File: src/rtl/hx_pkg.sv
package hx_pkg;

    localparam int HX_BITS_W  = 16;
    localparam int HX_WORDS_W = 8;
    localparam int HX_MAX_BUS = 1024;

    typedef struct packed {
        logic                  ok;
        logic [HX_BITS_W-1:0]  bits;
        logic [HX_WORDS_W-1:0] words;
    } hx_size_t;

    typedef enum logic [1:0] {
        HX_SKIP  = 2'd0,
        HX_FIRST = 2'd1,
        HX_NEXT  = 2'd2
    } hx_act_e;

    // Size entry for a length value counted in units of unit_bits.
    function automatic hx_size_t hx_len_entry(int len, int unit_bits, int min_len,
                                              int bus_w, int hdr_w);
        hx_size_t e;
        int b;
        int w;
        e = '0;
        b = len * unit_bits;
        if (len >= min_len && b > 0 && b <= hdr_w) begin
            w       = (b + bus_w - 1) / bus_w;
            e.ok    = 1'b1;
            e.bits  = HX_BITS_W'(b);
            e.words = HX_WORDS_W'(w);
        end
        return e;
    endfunction

    // Mask with the top n bits of a w-bit word set.
    function automatic logic [HX_MAX_BUS-1:0] hx_top_mask(int n, int w);
        logic [HX_MAX_BUS-1:0] m;
        for (int i = 0; i < HX_MAX_BUS; i++) begin
            m[i] = (i < w) && (i >= w - n);
        end
        return m;
    endfunction

    // Constant left shift that places word k into the header vector.
    function automatic int hx_shift(int k, int bus_w, int hdr_w);
        return hdr_w - (k + 1) * bus_w;
    endfunction

endpackage

File: src/rtl/hx_size_sel.sv
module hx_size_sel #(
    parameter bit VAR_SIZE = 1'b1,
    parameter int BUS_W    = 64,
    parameter int HDR_W    = 512,
    parameter int LEN_LSB  = 56,
    parameter int LEN_W    = 4,
    parameter int LEN_UNIT = 32,
    parameter int LEN_MIN  = 5,
    parameter int FIX_BITS = 112
) (
    input  logic [BUS_W-1:0] first_word,
    output hx_pkg::hx_size_t size,
    output logic [BUS_W-1:0] last_mask
);
    logic unused_fw;
    assign unused_fw = ^first_word;

    if (VAR_SIZE) begin : g_var
        localparam int ROM_N = 1 << LEN_W;
        hx_pkg::hx_size_t rom  [ROM_N];
        logic [BUS_W-1:0] mrom [ROM_N];
        logic [LEN_W-1:0] len;

        for (genvar v = 0; v < ROM_N; v++) begin : g_ent
            localparam hx_pkg::hx_size_t E =
                hx_pkg::hx_len_entry(v, LEN_UNIT, LEN_MIN, BUS_W, HDR_W);
            localparam int LAST_B =
                E.ok ? (int'(E.bits) - (int'(E.words) - 1) * BUS_W) : 0;
            localparam logic [hx_pkg::HX_MAX_BUS-1:0] M =
                hx_pkg::hx_top_mask(LAST_B, BUS_W);
            assign rom[v]  = E;
            assign mrom[v] = M[BUS_W-1:0];
        end

        assign len       = first_word[LEN_LSB +: LEN_W];
        assign size      = rom[len];
        assign last_mask = mrom[len];
    end else begin : g_fix
        localparam hx_pkg::hx_size_t E =
            hx_pkg::hx_len_entry(1, FIX_BITS, 1, BUS_W, HDR_W);
        localparam int LAST_B =
            E.ok ? (int'(E.bits) - (int'(E.words) - 1) * BUS_W) : 0;
        localparam logic [hx_pkg::HX_MAX_BUS-1:0] M =
            hx_pkg::hx_top_mask(LAST_B, BUS_W);
        assign size      = E;
        assign last_mask = M[BUS_W-1:0];
    end

endmodule

File: src/rtl/hx_word_place.sv
module hx_word_place #(
    parameter int BUS_W     = 64,
    parameter int MAX_WORDS = 8,
    parameter int HDR_W     = BUS_W * MAX_WORDS
) (
    input  logic [BUS_W-1:0]                word,
    input  logic [BUS_W-1:0]                mask,
    input  logic                            use_mask,
    input  logic [hx_pkg::HX_WORDS_W-1:0]   idx,
    output logic [HDR_W-1:0]                placed
);
    logic [BUS_W-1:0] word_m;
    logic [HDR_W-1:0] cand [MAX_WORDS];

    // Bits past the header end are dropped before they reach the accumulator.
    assign word_m = use_mask ? (word & mask) : word;

    // One candidate per table slot, each with its own constant shift.
    for (genvar k = 0; k < MAX_WORDS; k++) begin : g_slot
        localparam int SH = hx_pkg::hx_shift(k, BUS_W, HDR_W);
        assign cand[k] = HDR_W'(word_m) << SH;
    end

    always_comb begin
        placed = '0;
        for (int k = 0; k < MAX_WORDS; k++) begin
            if (idx == hx_pkg::HX_WORDS_W'(k)) begin
                placed = cand[k];
            end
        end
    end

endmodule

File: src/rtl/hx_assemble.sv
module hx_assemble #(
    parameter int HDR_W  = 512,
    parameter int PID_W  = 8,
    parameter int HID_W  = 4,
    parameter int HDR_ID = 3
) (
    input  logic                          clk,
    input  logic                          rst,
    input  logic                          take,
    input  logic                          first,
    input  logic                          last,
    input  logic                          err,
    input  logic [HDR_W-1:0]              placed,
    input  logic [hx_pkg::HX_BITS_W-1:0]  size_bits,
    input  logic [hx_pkg::HX_WORDS_W-1:0] size_words,
    input  logic [PID_W-1:0]              pid,
    output logic                          out_done,
    output logic                          out_valid,
    output logic                          out_err,
    output logic [HDR_W-1:0]              out_data,
    output logic [hx_pkg::HX_BITS_W-1:0]  out_bits,
    output logic [hx_pkg::HX_WORDS_W-1:0] out_words,
    output logic [HID_W-1:0]              out_hdr_id,
    output logic [PID_W-1:0]              out_pkt_id
);
    logic [HDR_W-1:0] acc_q;
    logic [HDR_W-1:0] merged;

    // A first word replaces the accumulator; later words are ORed in.
    assign merged = first ? placed : (acc_q | placed);

    always_ff @(posedge clk) begin
        if (rst) begin
            acc_q      <= '0;
            out_done   <= 1'b0;
            out_valid  <= 1'b0;
            out_err    <= 1'b0;
            out_data   <= '0;
            out_bits   <= '0;
            out_words  <= '0;
            out_hdr_id <= '0;
            out_pkt_id <= '0;
        end else begin
            out_done <= 1'b0;
            if (take) begin
                if (last) begin
                    acc_q      <= '0;
                    out_done   <= 1'b1;
                    out_valid  <= !err;
                    out_err    <= err;
                    out_data   <= err ? '0 : merged;
                    out_bits   <= err ? '0 : size_bits;
                    out_words  <= err ? '0 : size_words;
                    out_hdr_id <= HID_W'(HDR_ID);
                    out_pkt_id <= pid;
                end else begin
                    acc_q <= merged;
                end
            end
        end
    end

    AST_ERR_EMPTY: assert property (@(posedge clk) disable iff (rst)
        (out_done && out_err) |-> (out_bits == '0 && out_words == '0 && out_data == '0));

    AST_RECORD_HELD: assert property (@(posedge clk) disable iff (rst)
        !out_done |-> ($stable(out_data) && $stable(out_pkt_id) && $stable(out_bits)));

endmodule

File: src/rtl/hdr_extract.sv
module hdr_extract #(
    parameter bit VAR_SIZE  = 1'b1,
    parameter int BUS_W     = 64,
    parameter int MAX_WORDS = 8,
    parameter int PID_W     = 8,
    parameter int HID_W     = 4,
    parameter int HDR_ID    = 3,
    parameter int LEN_LSB   = 56,
    parameter int LEN_W     = 4,
    parameter int LEN_UNIT  = 32,
    parameter int LEN_MIN   = 5,
    parameter int FIX_BITS  = 112,
    localparam int HDR_W    = BUS_W * MAX_WORDS
) (
    input  logic                          clk,
    input  logic                          rst,
    input  logic                          hdr_active,
    input  logic                          in_valid,
    input  logic                          in_sop,
    input  logic [BUS_W-1:0]              in_data,
    input  logic [PID_W-1:0]              in_pkt_id,
    output logic                          out_done,
    output logic                          out_valid,
    output logic                          out_err,
    output logic [HDR_W-1:0]              out_data,
    output logic [hx_pkg::HX_BITS_W-1:0]  out_bits,
    output logic [hx_pkg::HX_WORDS_W-1:0] out_words,
    output logic [HID_W-1:0]              out_hdr_id,
    output logic [PID_W-1:0]              out_pkt_id
);
    import hx_pkg::*;

    hx_act_e               act;
    logic                  first;
    logic                  take;
    logic                  bad;
    logic                  last;
    hx_size_t              size_now;
    hx_size_t              size_q;
    hx_size_t              cur_size;
    logic [BUS_W-1:0]      mask_now;
    logic [BUS_W-1:0]      mask_q;
    logic [BUS_W-1:0]      cur_mask;
    logic [HX_WORDS_W-1:0] cnt_q;
    logic [HX_WORDS_W-1:0] idx;
    logic                  busy_q;
    logic [PID_W-1:0]      pid_q;
    logic [PID_W-1:0]      cur_pid;
    logic [HDR_W-1:0]      placed;
    logic                  unused_q;

    assign unused_q = size_q.ok;

    hx_size_sel #(
        .VAR_SIZE (VAR_SIZE),
        .BUS_W    (BUS_W),
        .HDR_W    (HDR_W),
        .LEN_LSB  (LEN_LSB),
        .LEN_W    (LEN_W),
        .LEN_UNIT (LEN_UNIT),
        .LEN_MIN  (LEN_MIN),
        .FIX_BITS (FIX_BITS)
    ) u_size (
        .first_word (in_data),
        .size       (size_now),
        .last_mask  (mask_now)
    );

    // Word classification: only gated words with a start flag or an open header count.
    always_comb begin
        act = HX_SKIP;
        if (hdr_active && in_valid) begin
            if (in_sop) begin
                act = HX_FIRST;
            end else if (busy_q) begin
                act = HX_NEXT;
            end
        end
    end

    assign first    = (act == HX_FIRST);
    assign take     = (act != HX_SKIP);
    assign cur_size = first ? size_now : size_q;
    assign cur_mask = first ? mask_now : mask_q;
    assign cur_pid  = first ? in_pkt_id : pid_q;
    assign idx      = first ? '0 : cnt_q;
    assign bad      = first && !size_now.ok;
    assign last     = take && (bad || (idx == cur_size.words - 1'b1));

    always_ff @(posedge clk) begin
        if (rst) begin
            busy_q <= 1'b0;
            cnt_q  <= '0;
            size_q <= '0;
            mask_q <= '0;
            pid_q  <= '0;
        end else if (take) begin
            if (first) begin
                size_q <= size_now;
                mask_q <= mask_now;
                pid_q  <= in_pkt_id;
            end
            if (last) begin
                busy_q <= 1'b0;
                cnt_q  <= '0;
            end else begin
                busy_q <= 1'b1;
                cnt_q  <= idx + 1'b1;
            end
        end
    end

    hx_word_place #(
        .BUS_W     (BUS_W),
        .MAX_WORDS (MAX_WORDS),
        .HDR_W     (HDR_W)
    ) u_place (
        .word     (in_data),
        .mask     (cur_mask),
        .use_mask (last),
        .idx      (idx),
        .placed   (placed)
    );

    hx_assemble #(
        .HDR_W  (HDR_W),
        .PID_W  (PID_W),
        .HID_W  (HID_W),
        .HDR_ID (HDR_ID)
    ) u_asm (
        .clk        (clk),
        .rst        (rst),
        .take       (take),
        .first      (first),
        .last       (last),
        .err        (bad),
        .placed     (placed),
        .size_bits  (cur_size.bits),
        .size_words (cur_size.words),
        .pid        (cur_pid),
        .out_done   (out_done),
        .out_valid  (out_valid),
        .out_err    (out_err),
        .out_data   (out_data),
        .out_bits   (out_bits),
        .out_words  (out_words),
        .out_hdr_id (out_hdr_id),
        .out_pkt_id (out_pkt_id)
    );

    AST_HOLD_INACTIVE: assert property (@(posedge clk) disable iff (rst)
        !(hdr_active && in_valid) |=> ($stable(cnt_q) && $stable(busy_q) && !out_done));

    AST_CNT_BOUND: assert property (@(posedge clk) disable iff (rst)
        busy_q |-> (cnt_q != '0 && cnt_q < size_q.words));

    AST_DONE_AFTER_WORD: assert property (@(posedge clk) disable iff (rst)
        out_done |-> $past(hdr_active && in_valid));

    AST_TAIL_ZERO: assert property (@(posedge clk) disable iff (rst)
        (out_done && out_valid) |-> ((out_data << out_bits) == '0));

endmodule

File: config.mk
export PLATFORM = sky130hd
export DESIGN_NAME = hdr_extract
export DESIGN_NICKNAME = d
export VERILOG_FILES = /design/src/rtl/hx_pkg.sv /design/src/rtl/hx_size_sel.sv /design/src/rtl/hx_word_place.sv /design/src/rtl/hx_assemble.sv /design/src/rtl/hdr_extract.sv
export SDC_FILE = /design/constraint.sdc
export NUM_CORES = 2
export LEC_CHECK = 0
export BUFFER_PORTS_ARGS = -buffer_cell sky130_fd_sc_hd__buf_2
export CAP_MARGIN = 40
export CORE_ASPECT_RATIO = 1.5
export CORE_MARGIN = 5
export CORE_UTILIZATION = 30
export CTS_CLUSTER_DIAMETER = 120
export CTS_CLUSTER_SIZE = 16
export DETAILED_ROUTE_END_ITERATION = 12
export MAX_ROUTING_LAYER = met4
export PLACE_DENSITY_LB_ADDON = 0.2
export SLEW_MARGIN = 20
export SYNTH_ARGS = -nofsm -noshare
export SYNTH_HDL_FRONTEND = slang
export SYNTH_SLANG_ARGS = --single-unit
File: constraint.sdc
create_clock -name clk -period 13.4 [get_ports clk]
set_input_delay 2.01 -clock clk [delete_from_list [all_inputs] [get_ports clk]]
set_output_delay 2.01 -clock clk [all_outputs]
set_load 0.01 [all_outputs]
==> results.sh <==
export IMPL_ys_ff_latch=1165
export IMPL_p_int_w=0.00471
export IMPL_grt_ovfl_total=0
export IMPL_crit_fanout=48
export IMPL_grt_max_degree=202
export IMPL_yosysSeqAreaShare=0.509
export IMPL_die_x_um=329
export IMPL_post_route_drc_count=0
export IMPL_ys_flop_type="dfxtp_1"
export IMPL_finClkSkew_ps=45.4
export IMPL_cts_tree="done"
export IMPL_initial_utilization=0.302
export IMPL_layout_drive_gt1_share=0.174
export IMPL_stdcell_count=7466
export IMPL_cts_sinks=1165
export IMPL_globalRouteTotalUtil=0.237
export IMPL_ff2ff_setup_slack_ps=8850
export IMPL_whs_ps=452
export IMPL_syn2layout_area_growth_pct=15.0
export IMPL_hp_class="flop to flop"
export IMPL_p_total_w=0.00636
export IMPL_timing_rr_start="size_q[1]"
export IMPL_cts_root_buf="clkbuf_16"
export IMPL_power_combinational_fraction=0.064
export IMPL_drt_iter0_markers=3987
export IMPL_slew_headroom=0.113
export IMPL_net_switching_power_w=0.00165
export IMPL_rows=175
export IMPL_cp_start_kind="input pin"
export IMPL_clkPwrFrac=0.388
export IMPL_synth_cell_types=83
export IMPL_die_area_mm2=0.161
export IMPL_seq_area_mm2=0.0233
export IMPL_placed_area_mm2=0.0502
export IMPL_vias_per_cell=5.64
export IMPL_via_count=42100
export IMPL_status="complete, no violations"
export IMPL_place_inst=7357
export IMPL_critical_path_arrival_ps=7230
export IMPL_rsz0062_at_grt="no"
export IMPL_max_clock_freq_ghz=0.152
export IMPL_cp_end_kind="flop"
export IMPL_worst_pin_slew_ps=1330
export IMPL_synth_edf_count=0
export IMPL_powerDensity_mw_per_mm2=121
export IMPL_dr_pass1_iters=6
export IMPL_ys_async_sr_fraction=0
export IMPL_final_max_slew_viol_count=0
export IMPL_die_y_um=488
export IMPL_hold_buffers=0
export IMPL_gp_congestion=0.810
export IMPL_crit_start="in_data[56]"
export IMPL_drt_wl_total_mm=195
export IMPL_maxCapViolCount=0
export IMPL_seqPwrFrac=0.548
export IMPL_p_leak_nw=18.6
export IMPL_fin_crit_ps=6590
export IMPL_switching_share=0.260
export IMPL_finalNetCount=5501
export IMPL_postSynthAreaPerCell_um2=8.87
export IMPL_multiInputGateArea_mm2=0.0201
export IMPL_numCtsBuffers=85
export IMPL_grt_pass1_vias=39100
export IMPL_clockBufferDepth=3
export IMPL_port_buffers=625
export IMPL_drtAntennaViolNets=0
export IMPL_finalHoldViolCount=0
export IMPL_criticalPathCategory="input pin to flop"
export IMPL_syn_inst=5163
export IMPL_synth_area_mm2=0.0458
export IMPL_setup_viol=0
export IMPL_fin_crit_sh=0.492
export IMPL_coreArea_mm2=0.152
export IMPL_setup_tns_final_ps=0
export IMPL_postCtsSetupRepairBufs=0
export IMPL_io_pins=628
export IMPL_ir_worst_vdd_mv=0.102
export IMPL_ctsResizeCount=0
export IMPL_place_hpwl_mm=127
export IMPL_clk_latency_ps=750
export IMPL_grt_first_pass_wirelength_mm=281
export IMPL_required_ps=14040
export IMPL_final_area_mm2=0.0526
export IMPL_yosysWarnings=0
export IMPL_fill_cells=15800
export IMPL_path_clk_slew_ps=70
export IMPL_antenna_found_initial=4
export IMPL_h_tree_depth=3
export IMPL_hold_path_startpoint="u_asm.out_data[461]"
export IMPL_wire_per_inst_um=26.1
[cell families (layout without fill, tap and decap cells)]
logic type,Yosys count,in the layout,synth area share
other cells,1,7,0.0000819
buf+inv,584,846,0.0564
flops,1165,1165,0.509
xor+xnor,8,8,0.00183
simple gates,1843,1843,0.168
compound gates,1544,1544,0.260
fa+ha+maj,9,9,0.00246
mux,9,9,0.00197
[registers in the layout (all words and copies together), names as in the netlist]
signal,count
u_asm.out_hdr_id,1
u_asm.out_pkt_id,8
mask_q,64
u_asm.out_words,8
u_asm.out_valid,1
cnt_q,8
u_asm.out_bits,16
u_asm.out_data,512
busy_q,1
u_asm.out_err,1
u_asm.acc_q,512
u_asm.out_done,1
size_q,24
pid_q,8
[final timing paths]
kind                          to  cells past startpoint
max              u_asm.acc_q[73]                     17
min reg2reg  u_asm.out_data[461]                      1
max reg2reg      u_asm.acc_q[73]                     13
min          u_asm.out_data[461]                      1
[cell type report]
type                            count  area share
Tap cell                         2035      0.0484
Antenna cell                        5    0.000238
Inverter                            9    0.000642
Multi-Input combinational cell   3415       0.381
Clock inverter                     13     0.00311
Clock buffer                       85      0.0404
Timing Repair Buffer              739      0.0831
Sequential cell                  1165       0.443
[Yosys cell counts (38+ instances only)]
library cell  count  area, µm²
nand2_1         887       3330
nand3_1          40        200
nor3_1          172        861
a41oi_1          44        385
o22ai_1         239       1500
o211ai_1         93        698
and2_1           62        388
a31oi_1          56        350
buf_1            38        143
o21ai_0          71        355
dfxtp_1        1165      23300
a311oi_2         54        811
a22o_1           55        482
a21oi_1         234       1170
a311oi_1        244       2140
a32o_1           62        621
nor2_1          566       2120
nand4_1          49        307
buf_2           159        796
clkbuf_1        343       1290
a221oi_1        155       1360
[power by group through the flow]
stage,registers [W],logic [W],clock network (W)
2_1_floorplan,0.00357,0.000233,0
3_3_place_gp,0.00357,0.000388,0
3_5_place_dp,0.00357,0.000400,0
4_1_cts,0.00349,0.000401,0.00254
5_1_grt,0.00349,0.000428,0.00265
6_report,0.00349,0.000405,0.00247
[metal layers]
layer	vias up	GRT usage	wire, µm
li1	19400	-	-
met1	20800	0.314	84800
met2	1698	0.375	90600
met3	207	0.0418	14500
met4	0	0.0642	5100
met5	-	-	0
[worst max-delay path: stages]
cell	delay [ps]
buf_2	230
inv_1	130
ha_1	350
o21ai_0	240
a211o_1	200
and2_1	190
ha_1	270
or3b_1	410
o21ai_0	220
a211oi_2	90
o211a_2	300
o211ai_4	250
buf_4	530
buf_4	630
nand2_1	440
buf_4	380
o22ai_1	230
[through the flow]
step / utilization / setup slack [ps]
after floorplan: - / 7280
after global placement: 0.328 / 5720
after detailed placement: 0.331 / 5970
after CTS: 0.346 / 6760
after global routing: 0.347 / 6510
final: 0.347 / 6810
[placed cells by master (no fill, tap or decap), drive strengths merged, types with 21 or more instances in the layout]
cell,count
buf,735
o21ai,77
a311oi,298
a22o,55
o211ai,94
a32o,62
nand2,887
and2,63
a2111oi,26
dfxtp,1165
a32oi,26
a21oi,235
a211o,21
a221oi,156
a211oi,44
nand4,49
o22ai,239
a31oi,56
nand3,41
a41oi,44
clkbuf,88
a21boi,30
nor3,176
nor2,566
a21o,28
(Power assumes the default switching activity.)
